$ cat src/rtl/nvm_loader_pkg.sv
package nvm_loader_pkg;
  typedef enum logic [1:0] {OP_RD, OP_WR, OP_BURST} op_e;
  typedef enum logic [2:0] {S_IDLE, S_ONE, S_ALO, S_AHI, S_CNT, S_DAT} st_e;
  localparam logic [1:0] REG_CTRL = 2'd0;
  localparam logic [1:0] REG_ADDR = 2'd1;
  localparam logic [1:0] REG_DATA = 2'd2;
  localparam logic [1:0] REG_BASE = 2'd3;
endpackage

$ cat src/rtl/nvm_regs.sv
module nvm_regs
  import nvm_loader_pkg::*;
#(
  parameter int HW = 32,
  parameter int EE_AW = 16,
  parameter int DW = 8,
  parameter int BASE_W = 9
) (
  input  logic              clk,
  input  logic              rst,
  input  logic              wr_en,
  input  logic [1:0]        wr_addr,
  input  logic [HW-1:0]     wr_data,
  input  logic [1:0]        rd_addr,
  output logic [HW-1:0]     rd_data,
  input  logic              busy,
  input  logic              act_rd,
  input  logic              act_wr,
  input  logic              act_burst,
  input  logic              dat_ld,
  input  logic [DW-1:0]     dat_val,
  output logic              start,
  output op_e               start_op,
  output logic [EE_AW-1:0]  addr_q,
  output logic [DW-1:0]     data_q,
  output logic [BASE_W-1:0] base_q
);
  logic host_wr;
  assign host_wr = wr_en && !busy;

  // request decode, read > write > burst
  always_comb begin
    start    = 1'b0;
    start_op = OP_RD;
    if (host_wr && wr_addr == REG_CTRL) begin
      if (wr_data[1]) begin
        start = 1'b1; start_op = OP_RD;
      end else if (wr_data[0]) begin
        start = 1'b1; start_op = OP_WR;
      end else if (wr_data[2]) begin
        start = 1'b1; start_op = OP_BURST;
      end
    end
  end

  always_ff @(posedge clk) begin
    if (rst) begin
      addr_q <= '0;
      data_q <= '0;
      base_q <= '0;
    end else begin
      if (dat_ld) data_q <= dat_val;
      if (host_wr) begin
        case (wr_addr)
          REG_ADDR: addr_q <= wr_data[EE_AW-1:0];
          REG_DATA: data_q <= wr_data[DW-1:0];
          REG_BASE: base_q <= wr_data[BASE_W-1:0];
          default: ;
        endcase
      end
    end
  end

  always_ff @(posedge clk) begin
    if (rst) rd_data <= '0;
    else begin
      rd_data <= '0;
      case (rd_addr)
        REG_CTRL: rd_data[3:0] <= {busy, act_burst, act_rd, act_wr};
        REG_ADDR: rd_data[EE_AW-1:0] <= addr_q;
        REG_DATA: rd_data[DW-1:0] <= data_q;
        default:  rd_data[BASE_W-1:0] <= base_q;
      endcase
    end
  end

  // configuration frozen while an operation runs
  a_r7_cfg_frozen: assert property (@(posedge clk) disable iff (rst)
    busy |=> $stable(base_q) && $stable(addr_q));
  // read byte captured in data register
  a_r2_data_load: assert property (@(posedge clk) disable iff (rst)
    dat_ld |=> data_q == $past(dat_val));
endmodule

$ cat src/rtl/nvm_seq.sv
module nvm_seq
  import nvm_loader_pkg::*;
#(
  parameter int EE_AW = 16,
  parameter int DW = 8,
  parameter int MEM_AW = 24,
  parameter int BASE_W = 9
) (
  input  logic              clk,
  input  logic              rst,
  input  logic              start,
  input  op_e               start_op,
  input  logic [EE_AW-1:0]  addr_q,
  input  logic [DW-1:0]     data_q,
  input  logic [BASE_W-1:0] base_q,
  output logic              busy,
  output logic              act_rd,
  output logic              act_wr,
  output logic              act_burst,
  output logic              dat_ld,
  output logic [DW-1:0]     dat_val,
  output logic              ee_req,
  output logic              ee_we,
  output logic [EE_AW-1:0]  ee_addr,
  output logic [DW-1:0]     ee_wdata,
  input  logic              ee_ack,
  input  logic [DW-1:0]     ee_rdata,
  output logic              mem_valid,
  output logic [MEM_AW-1:0] mem_addr,
  output logic [DW-1:0]     mem_data
);
  localparam int OFFS_W = MEM_AW - BASE_W;

  st_e              state;
  logic             fresh;
  logic [EE_AW-1:0] last;
  logic [DW-1:0]    alo;
  logic [OFFS_W-1:0] tgt;
  logic [DW-1:0]    cnt;
  logic [EE_AW-1:0] nxt;
  logic [EE_AW-1:0] bstart;

  assign nxt       = ee_addr + 1'b1;
  assign bstart    = fresh ? '0 : last + 1'b1;
  assign busy      = state != S_IDLE;
  assign act_rd    = state == S_ONE && !ee_we;
  assign act_wr    = state == S_ONE && ee_we;
  assign act_burst = busy && state != S_ONE;

  always_ff @(posedge clk) begin
    if (rst) begin
      state     <= S_IDLE;
      fresh     <= 1'b1;
      last      <= '0;
      alo       <= '0;
      tgt       <= '0;
      cnt       <= '0;
      ee_req    <= 1'b0;
      ee_we     <= 1'b0;
      ee_addr   <= '0;
      ee_wdata  <= '0;
      dat_ld    <= 1'b0;
      dat_val   <= '0;
      mem_valid <= 1'b0;
      mem_addr  <= '0;
      mem_data  <= '0;
    end else begin
      dat_ld    <= 1'b0;
      mem_valid <= 1'b0;
      case (state)
        S_IDLE: if (start) begin
          fresh  <= 1'b0;
          ee_req <= 1'b1;
          if (start_op == OP_BURST) begin
            ee_addr <= bstart;
            ee_we   <= 1'b0;
            state   <= S_ALO;
          end else begin
            ee_addr  <= addr_q;
            ee_we    <= start_op == OP_WR;
            ee_wdata <= data_q;
            state    <= S_ONE;
          end
        end
        S_ONE: if (ee_ack) begin
          ee_req <= 1'b0;
          last   <= ee_addr;
          state  <= S_IDLE;
          if (!ee_we) begin
            dat_ld  <= 1'b1;
            dat_val <= ee_rdata;
          end
        end
        default: if (ee_ack) begin
          last    <= ee_addr;
          ee_addr <= nxt;
          case (state)
            S_ALO: begin
              alo   <= ee_rdata;
              state <= S_AHI;
            end
            S_AHI: begin
              tgt   <= OFFS_W'({ee_rdata, alo});
              state <= S_CNT;
            end
            S_CNT: begin
              cnt <= ee_rdata;
              if (ee_rdata == '0) begin
                ee_req <= 1'b0;
                state  <= S_IDLE;
              end else state <= S_DAT;
            end
            default: begin
              mem_valid <= 1'b1;
              mem_addr  <= {base_q, tgt};
              mem_data  <= ee_rdata;
              tgt       <= tgt + 1'b1;
              cnt       <= cnt - 1'b1;
              if (cnt == 8'd1) state <= S_ALO;
            end
          endcase
        end
      endcase
    end
  end

  // request held steady until acknowledged
  a_r9_req_hold: assert property (@(posedge clk) disable iff (rst)
    ee_req && !ee_ack |=> ee_req && $stable(ee_addr) && $stable(ee_we) && $stable(ee_wdata));
  // every memory write lands inside the base window
  a_r6_in_window: assert property (@(posedge clk) disable iff (rst)
    mem_valid |-> mem_addr[MEM_AW-1:OFFS_W] == base_q);
  // an EEPROM write targets the host address register
  a_r3_wr_target: assert property (@(posedge clk) disable iff (rst)
    ee_req && ee_we |-> ee_addr == addr_q && ee_wdata == data_q);
  // no request without busy
  a_r7_req_busy: assert property (@(posedge clk) disable iff (rst)
    ee_req |-> busy);
endmodule

$ cat src/rtl/nvm_burst_loader.sv
module nvm_burst_loader
  import nvm_loader_pkg::*;
#(
  parameter int HW = 32,
  parameter int EE_AW = 16,
  parameter int DW = 8,
  parameter int MEM_AW = 24,
  parameter int BASE_W = 9
) (
  input  logic              clk,
  input  logic              rst,
  input  logic              wr_en,
  input  logic [1:0]        wr_addr,
  input  logic [HW-1:0]     wr_data,
  input  logic [1:0]        rd_addr,
  output logic [HW-1:0]     rd_data,
  output logic              ee_req,
  output logic              ee_we,
  output logic [EE_AW-1:0]  ee_addr,
  output logic [DW-1:0]     ee_wdata,
  input  logic              ee_ack,
  input  logic [DW-1:0]     ee_rdata,
  output logic              mem_valid,
  output logic [MEM_AW-1:0] mem_addr,
  output logic [DW-1:0]     mem_data
);
  logic              start, busy, act_rd, act_wr, act_burst, dat_ld;
  op_e               start_op;
  logic [EE_AW-1:0]  addr_q;
  logic [DW-1:0]     data_q, dat_val;
  logic [BASE_W-1:0] base_q;

  nvm_regs #(.HW(HW), .EE_AW(EE_AW), .DW(DW), .BASE_W(BASE_W)) regs_i (
    .clk, .rst, .wr_en, .wr_addr, .wr_data, .rd_addr, .rd_data,
    .busy, .act_rd, .act_wr, .act_burst, .dat_ld, .dat_val,
    .start, .start_op, .addr_q, .data_q, .base_q
  );

  nvm_seq #(.EE_AW(EE_AW), .DW(DW), .MEM_AW(MEM_AW), .BASE_W(BASE_W)) seq_i (
    .clk, .rst, .start, .start_op, .addr_q, .data_q, .base_q,
    .busy, .act_rd, .act_wr, .act_burst, .dat_ld, .dat_val,
    .ee_req, .ee_we, .ee_addr, .ee_wdata, .ee_ack, .ee_rdata,
    .mem_valid, .mem_addr, .mem_data
  );

  // burst and single activity never coexist
  a_r4_one_kind: assert property (@(posedge clk) disable iff (rst)
    $onehot0({act_rd, act_wr, act_burst}));
endmodule

$ cat config.mk
export PLATFORM = sky130hd
export DESIGN_NAME = nvm_burst_loader
export DESIGN_NICKNAME = d
export VERILOG_FILES = /design/src/rtl/nvm_loader_pkg.sv /design/src/rtl/nvm_regs.sv /design/src/rtl/nvm_seq.sv /design/src/rtl/nvm_burst_loader.sv
export SDC_FILE = /design/constraint.sdc
export NUM_CORES = 1
export LEC_CHECK = 0
export ABC_AREA = 0
export BUFFER_PORTS_ARGS = -buffer_cell sky130_fd_sc_hd__buf_2
export CORE_MARGIN = 1
export CORE_UTILIZATION = 45
export DETAILED_ROUTE_END_ITERATION = 10
export MAX_ROUTING_LAYER = met4
export PLACE_DENSITY = 0.73
export SYNTH_ARGS = -nofsm -noshare
export SYNTH_HDL_FRONTEND = slang
export SYNTH_SLANG_ARGS = --single-unit
$ cat constraint.sdc
create_clock -name clk -period 1.7 [get_ports clk]
set_input_delay 0.34 -clock clk [delete_from_list [all_inputs] [get_ports clk]]
set_output_delay 0.34 -clock clk [all_outputs]
set_load 0.01 [all_outputs]
==> results.toml, run 1 <==
[run_status]
status = "finished with violations"
violations = "setup timing"

[die]
dieHeight_um = 132
placementRows = 47
core_area_um2 = 16600
ios = 139
initial_utilization = 0.462
die_x_um = 132
dieArea_um2 = 17500

[synthesis]
ys_types = 59
synth_top_area_frac = 0.439
ys_warn_count = 0
yosysMostFrequentCell = "dfxtp_1"
ys.flop_type = "dfxtp_1"
synthTopCellsByCount = "dfxtp_1, nand2_1, nor2_1"
synthTopCellsByArea = "dfxtp_1, mux2i_1, nand2_1"
netlist_area_um2 = 7660
syn_avg_cell_area_um2 = 8.39
yosys.area.top_type = "dfxtp_1"
syn_inst = 913
synth_edf_count = 0
ys_ff_latch = 168
yosysSeqAreaShare = 0.439
ys_async_sr_fraction = 0

[detailed_routing]
routed_wl_um = 21800
dr.first_iter.drc_count = 642
route.met3.wl_um = 1380
highest_layer = "met4"
wl_met2_um = 10900
antenna_left = 0
dr.pass1.iters = 5
drc = 0
viasPerCell = 5.48
num_vias = 7317
wl_met1_um = 9020
wire_per_inst_um = 16.3

[power_and_ir_drop]
p_total_mw = 12.1
p_per_area_nw_per_um2 = 1200
ir_worst_vdd_uv = 1140
p_leak_nw = 4.24

[worst_setup_path]
crit_fanout = 8
critPathArrivalTime_ns = 2.07
cp.required_ns = 2.04
critical_path.cell_chain = "buf_6, nor3_4, nand2_2, nor3_4, buf_12, a222oi_1, a211oi_1"
endpoint_kind = "register"
rrSetupSlack_ns = -0.03
crit_buf_inv = 2
critPathTopFamily = "simple AND/OR/NAND/NOR gates"
crit_path_max_incr_delay_ns = 0.36
crit_type = "register to register"
start_kind = "register"
slowest_stage = "dfxtp_4"
cp_common_cell = "nor3_4"

[final_layout]
fill_cells = 1425
synthToLayoutAreaGrowth_pct = 31.3
seqCellArea_um2 = 3380
fin_area_um2 = 10100
multi_input_area_um2 = 4160
nets = 1155
fin_util = 0.606
antennaDiodeCount = 0
drive_gt1_frac = 0.289

[timing]
rsz0062_at_grt = "true"
slew_headroom = 0.623
finalCriticalPeriod_ns = 1.73
skew_ns = 0.00477
finalHoldViolations = 0
drv_slew = 0
tightest_slew_ns = 0.565
setup_violations = 5
post-route-period-util = 1.02
fmax_ghz = 0.579
setup_ws_ns = -0.0258

[clock_network]
clock_tree.buffer_depth = 2
postCtsHoldBufs = 0
numClockSinks = 168
path_clk_slew_ns = 0.07
cts_root_buffer = "clkbuf_16"
clk_latency_ns = 0.43
cts_tree = "built"
numCtsBuffers = 17
htreeDepth = 4

[global_routing]
antenna_found_initial = 0
grt_first_pass_wirelength_um = 34200
track_usage = 0.251
overflow = 0
grt_pass1_vias = 6818
grt_start_max_net_pins = 34

[place]
dp_slack_ns = -0.0960
gp_congestion = 0.900
hpwl_um = 14900
portBuffers = 106
place_area_um2 = 9060

[min_path]
holdCritPathClass = "primary input to register"

[job]
maxCapViolCount = 0
-- worst paths after layout --
kind,cells past startpoint,from,to
min reg2reg,2,seq_i.mem_data[0],seq_i.mem_data[0]
max,7,seq_i.state[1],seq_i.ee_addr[12]
max reg2reg,7,seq_i.state[1],seq_i.ee_addr[12]
min,3,wr_data[14],regs_i.addr_q[14]
-- state kept, by name (all words and copies together), names as in the netlist, 3 cells and up --
signal          count
seq_i.alo           8
seq_i.last         16
seq_i.cnt           8
seq_i.ee_wdata      8
regs_i.addr_q      16
regs_i.rd_data     16
seq_i.mem_data      8
seq_i.tgt          15
regs_i.data_q       8
regs_i.base_q       9
seq_i.mem_addr     24
seq_i.ee_addr      16
seq_i.state         3
seq_i.dat_val       8
-- worst reg2reg max path, stage by stage (launching register included) --
cell and delay, ns:
dfxtp_4 0.36, buf_6 0.12, nor3_4 0.25, nand2_2 0.14, nor3_4 0.26, buf_12 0.18, a222oi_1 0.09, a211oi_1 0.25
-- power breakdown --
group          internal (mW)  leakage, nW  switching (mW)
logic                   1.57         2.58            1.88
clock network           2.37        0.304            1.67
registers               4.27         1.36           0.317
total                   8.21         4.24            3.87
-- placed cells by master (no fill, tap or decap), drive strengths merged, types with 6 or more instances in the layout --
master,count
buf,230
dfxtp,168
nand2,147
nor2,114
a21oi,74
mux2i,63
o21ai,28
a211oi,27
nand3,27
clkbuf,20
xor2,17
inv,17
conb,16
nor3,14
nand4,13
nor4,13
and2,11
a22oi,10
xnor2,7
a31oi,7
a311oi,6
clkinv,6
-- through the flow --
stage	std cells	TNS (ns)	hold WS [ns]
2_1_floorplan	928	0	0.441
3_5_place_dp	1287	-1.16	0.445
3_3_place_gp	1287	-0.613	0.441
5_1_grt	1335	-1.24	0.153
6_report	1335	-0.105	0.147
4_1_cts	1321	-0.0299	0.139
-- repair_timing --
item                                    in CTS  in global routing
endpoints found under the setup margin      16                 63
buffers inserted                             2                 13
hold endpoints to repair                     0                  0
cloned                                       0                  1
pin swaps                                    8                 30
resized for setup                            6                 57
-- area by class of cell --
class / count / share of cell area
multi-input cells: 671 / 0.413
flip-flops and latches: 168 / 0.336
repair buffers: 231 / 0.158
clock buffers: 19 / 0.0440
well taps: 220 / 0.0274
clock inverters: 13 / 0.0168
inverters: 13 / 0.00485
-- cells by family (layout without fill, tap and decap cells) --
kind of cell,Yosys count,count (layout),synth area share
AOI/OAI and AO/OA,186,186,0.155
xor gates and xnor gates,24,24,0.0274
adders and majority gates,6,6,0.00948
buffers and inverters,89,276,0.0552
DFF,168,168,0.439
muxes,68,68,0.0912
other,1,16,0.000490
and+or+nand+nor,371,371,0.222
-- metal layers --
metal  vias up  global-route usage
met3        43              0.0471
met5         -                   -
met4         0              0.0856
met1      3472               0.307
li1       3558                   -
met2       244               0.414
No activity file was read; power rests on OpenSTA's default activity.
==> inputs of run 2 (changes only) <==
- CELL_PAD_IN_SITES_DETAIL_PLACEMENT: unset -> 0
- CELL_PAD_IN_SITES_GLOBAL_PLACEMENT: unset -> 1
- CORE_UTILIZATION: 45 -> 37
- PLACE_DENSITY: 0.73 -> 0.79
==> run 2 against run 1 <==
The run still ends with setup timing left. Count of clock-buffer cells in the layout is 1 lower. Critical path depth unchanged. Final area is 0.18% higher. Final cell count rose by 3.4%. Maximum frequency decreased by 3.2%. Global-route usage is 4.0 points lower. Register-to-register slack got worse by 0.06 ns. Wire length rose by 2.1%. Non-clock buffer count is 5 lower. Setup slack got worse by 0.057 ns. Critical endpoint is now seq_i.ee_addr[14].
==> results.toml, run 2 (synthesized netlist as in run 1, its figures left out) <==
[clock_network]
clock_tree.buffer_depth = 2
numClockSinks = 168
htreeDepth = 4
cts_root_buffer = "clkbuf_16"
numCtsBuffers = 17
clk_latency_ns = 0.44
path_clk_slew_ns = 0.07
cts_tree = "built"

[die]
initial_utilization = 0.378
dieHeight_um = 146
ios = 139
placementRows = 52
dieArea_um2 = 21300
die_x_um = 146
core_area_um2 = 20200

[worst_setup_path]
start_kind = "register"
slowest_stage = "dfxtp_4"
critical_path.cell_chain = "buf_6, nor3_4, nand2_2, nor3_4, clkbuf_16, a222oi_1, a211oi_1"
cp.required_ns = 2.04
endpoint_kind = "register"
critPathTopFamily = "simple AND/OR/NAND/NOR gates"
crit_type = "register to register"
startpoint = "seq_i.state[2]"
crit_fanout = 7
rrSetupSlack_ns = -0.08
r2r_end = "seq_i.ee_addr[14]"
critical_path_depth = 7
reg2reg_depth = 7
cp_common_cell = "nor3_4"
crit_path_end = "seq_i.ee_addr[14]"
crit_path_max_incr_delay_ns = 0.36
critPathArrivalTime_ns = 2.12
r2r_start = "seq_i.state[2]"
crit_buf_inv = 2

[timing]
hold_ws_ns = 0.141
post-route-period-util = 1.05
rsz0062_at_grt = "true"
drv_slew = 0
setup_violations = 8
slew_headroom = 0.589
fmax_ghz = 0.561
finalCriticalPeriod_ns = 1.78
tightest_slew_ns = 0.617
skew_ns = 0.00944
finalHoldViolations = 0
setup_ws_ns = -0.0829

[place]
portBuffers = 106
dp.cells = 1339
gp_congestion = 0.895
hpwl_um = 15600

[detailed_routing]
drc = 0
dr.pass1.iters = 7
viasPerCell = 5.22
routed_wl_um = 22200
wire_per_inst_um = 16.1
dr.first_iter.drc_count = 522
antenna_left = 0
num_vias = 7203

[global_routing]
grt_pass1_vias = 6577
grt_start_max_net_pins = 41
antenna_found_initial = 0
grt_first_pass_wirelength_um = 34700
track_usage = 0.212
overflow = 0

[final_layout]
final_cell_mix = "dfxtp_1, nand2_1, nor2_1, buf_4, buf_2"
synthToLayoutAreaGrowth_pct = 31.5
regMostFlops = "seq_i.mem_addr"
final_cell_count_no_fill = 1380
nets = 1150
antennaDiodeCount = 0
final_common_cell = "dfxtp_1"
drive_gt1_frac = 0.285
largest_register_ffs = 24

[job]
maxCapViolCount = 0

[run_status]
violations = "setup timing"
status = "finished with violations"

[min_path]
holdPathStages = 3
holdCritPathClass = "primary input to register"

[power_and_ir_drop]
ir_worst_vdd_uv = 927
p_leak_nw = 4.23
p_per_area_nw_per_um2 = 1200
## run 2: cell type report
class,count,area (um2)
clock inverter,14,180
sequential,168,3370
inverter,13,48.8
timing repair buffer,226,1550
tap,270,338
fill,1985,10200
multi-input combinational,671,4140
clock buffer,18,439
## run 2: worst reg2reg max path: stages, from the launching register on
cell	delay [ns]
dfxtp_4	0.36
buf_6	0.12
nor3_4	0.26
nand2_2	0.14
nor3_4	0.27
clkbuf_16	0.23
a222oi_1	0.09
a211oi_1	0.23
## run 2: worst min-delay path by stage
stage,from,end,slack (ns)
after floorplan,regs_i.base_q[4],seq_i.mem_addr[19],0.44
after global placement,seq_i.mem_data[0],seq_i.mem_data[0],0.44
after detailed placement,seq_i.mem_addr[9],seq_i.mem_addr[9],0.44
after CTS,wr_data[15],regs_i.addr_q[15],0.13
after global routing,wr_data[15],regs_i.addr_q[15],0.15
final,wr_data[15],regs_i.addr_q[15],0.14
## run 2: stage by stage
stage                     setup WS, ns  instance area [um2]  total power, mW  TNS [ns]   util
after floorplan                0.00975                 7720             6.51         0      -
after global placement         -0.0489                 9140             7.77    -0.219  0.451
after detailed placement       -0.0826                 9140             7.80    -0.830  0.451
after CTS                      -0.0327                 9800             12.0   -0.0414  0.484
after global routing            -0.136                10100             12.7     -1.67  0.498
final                          -0.0829                10100             12.1    -0.266  0.498
## run 2: repair_timing
action                     CTS  global route
pin swaps                    8            26
setup buffers                3             6
gates cloned                 0             1
setup endpoints to repair   22            75
gates resized for setup      6            53
hold buffers                 0             0
## run 2: power by group
group	internal, mW	total, mW	switching, mW
registers	4.26	4.56	0.292
logic	1.54	3.47	1.93
clock network	2.28	4.09	1.81
## run 2: layer usage
metal	GRT usage	wire length [um]
met5	-	0
met1	0.270	9950
met4	0.0553	242
met3	0.0354	970
met2	0.345	11000
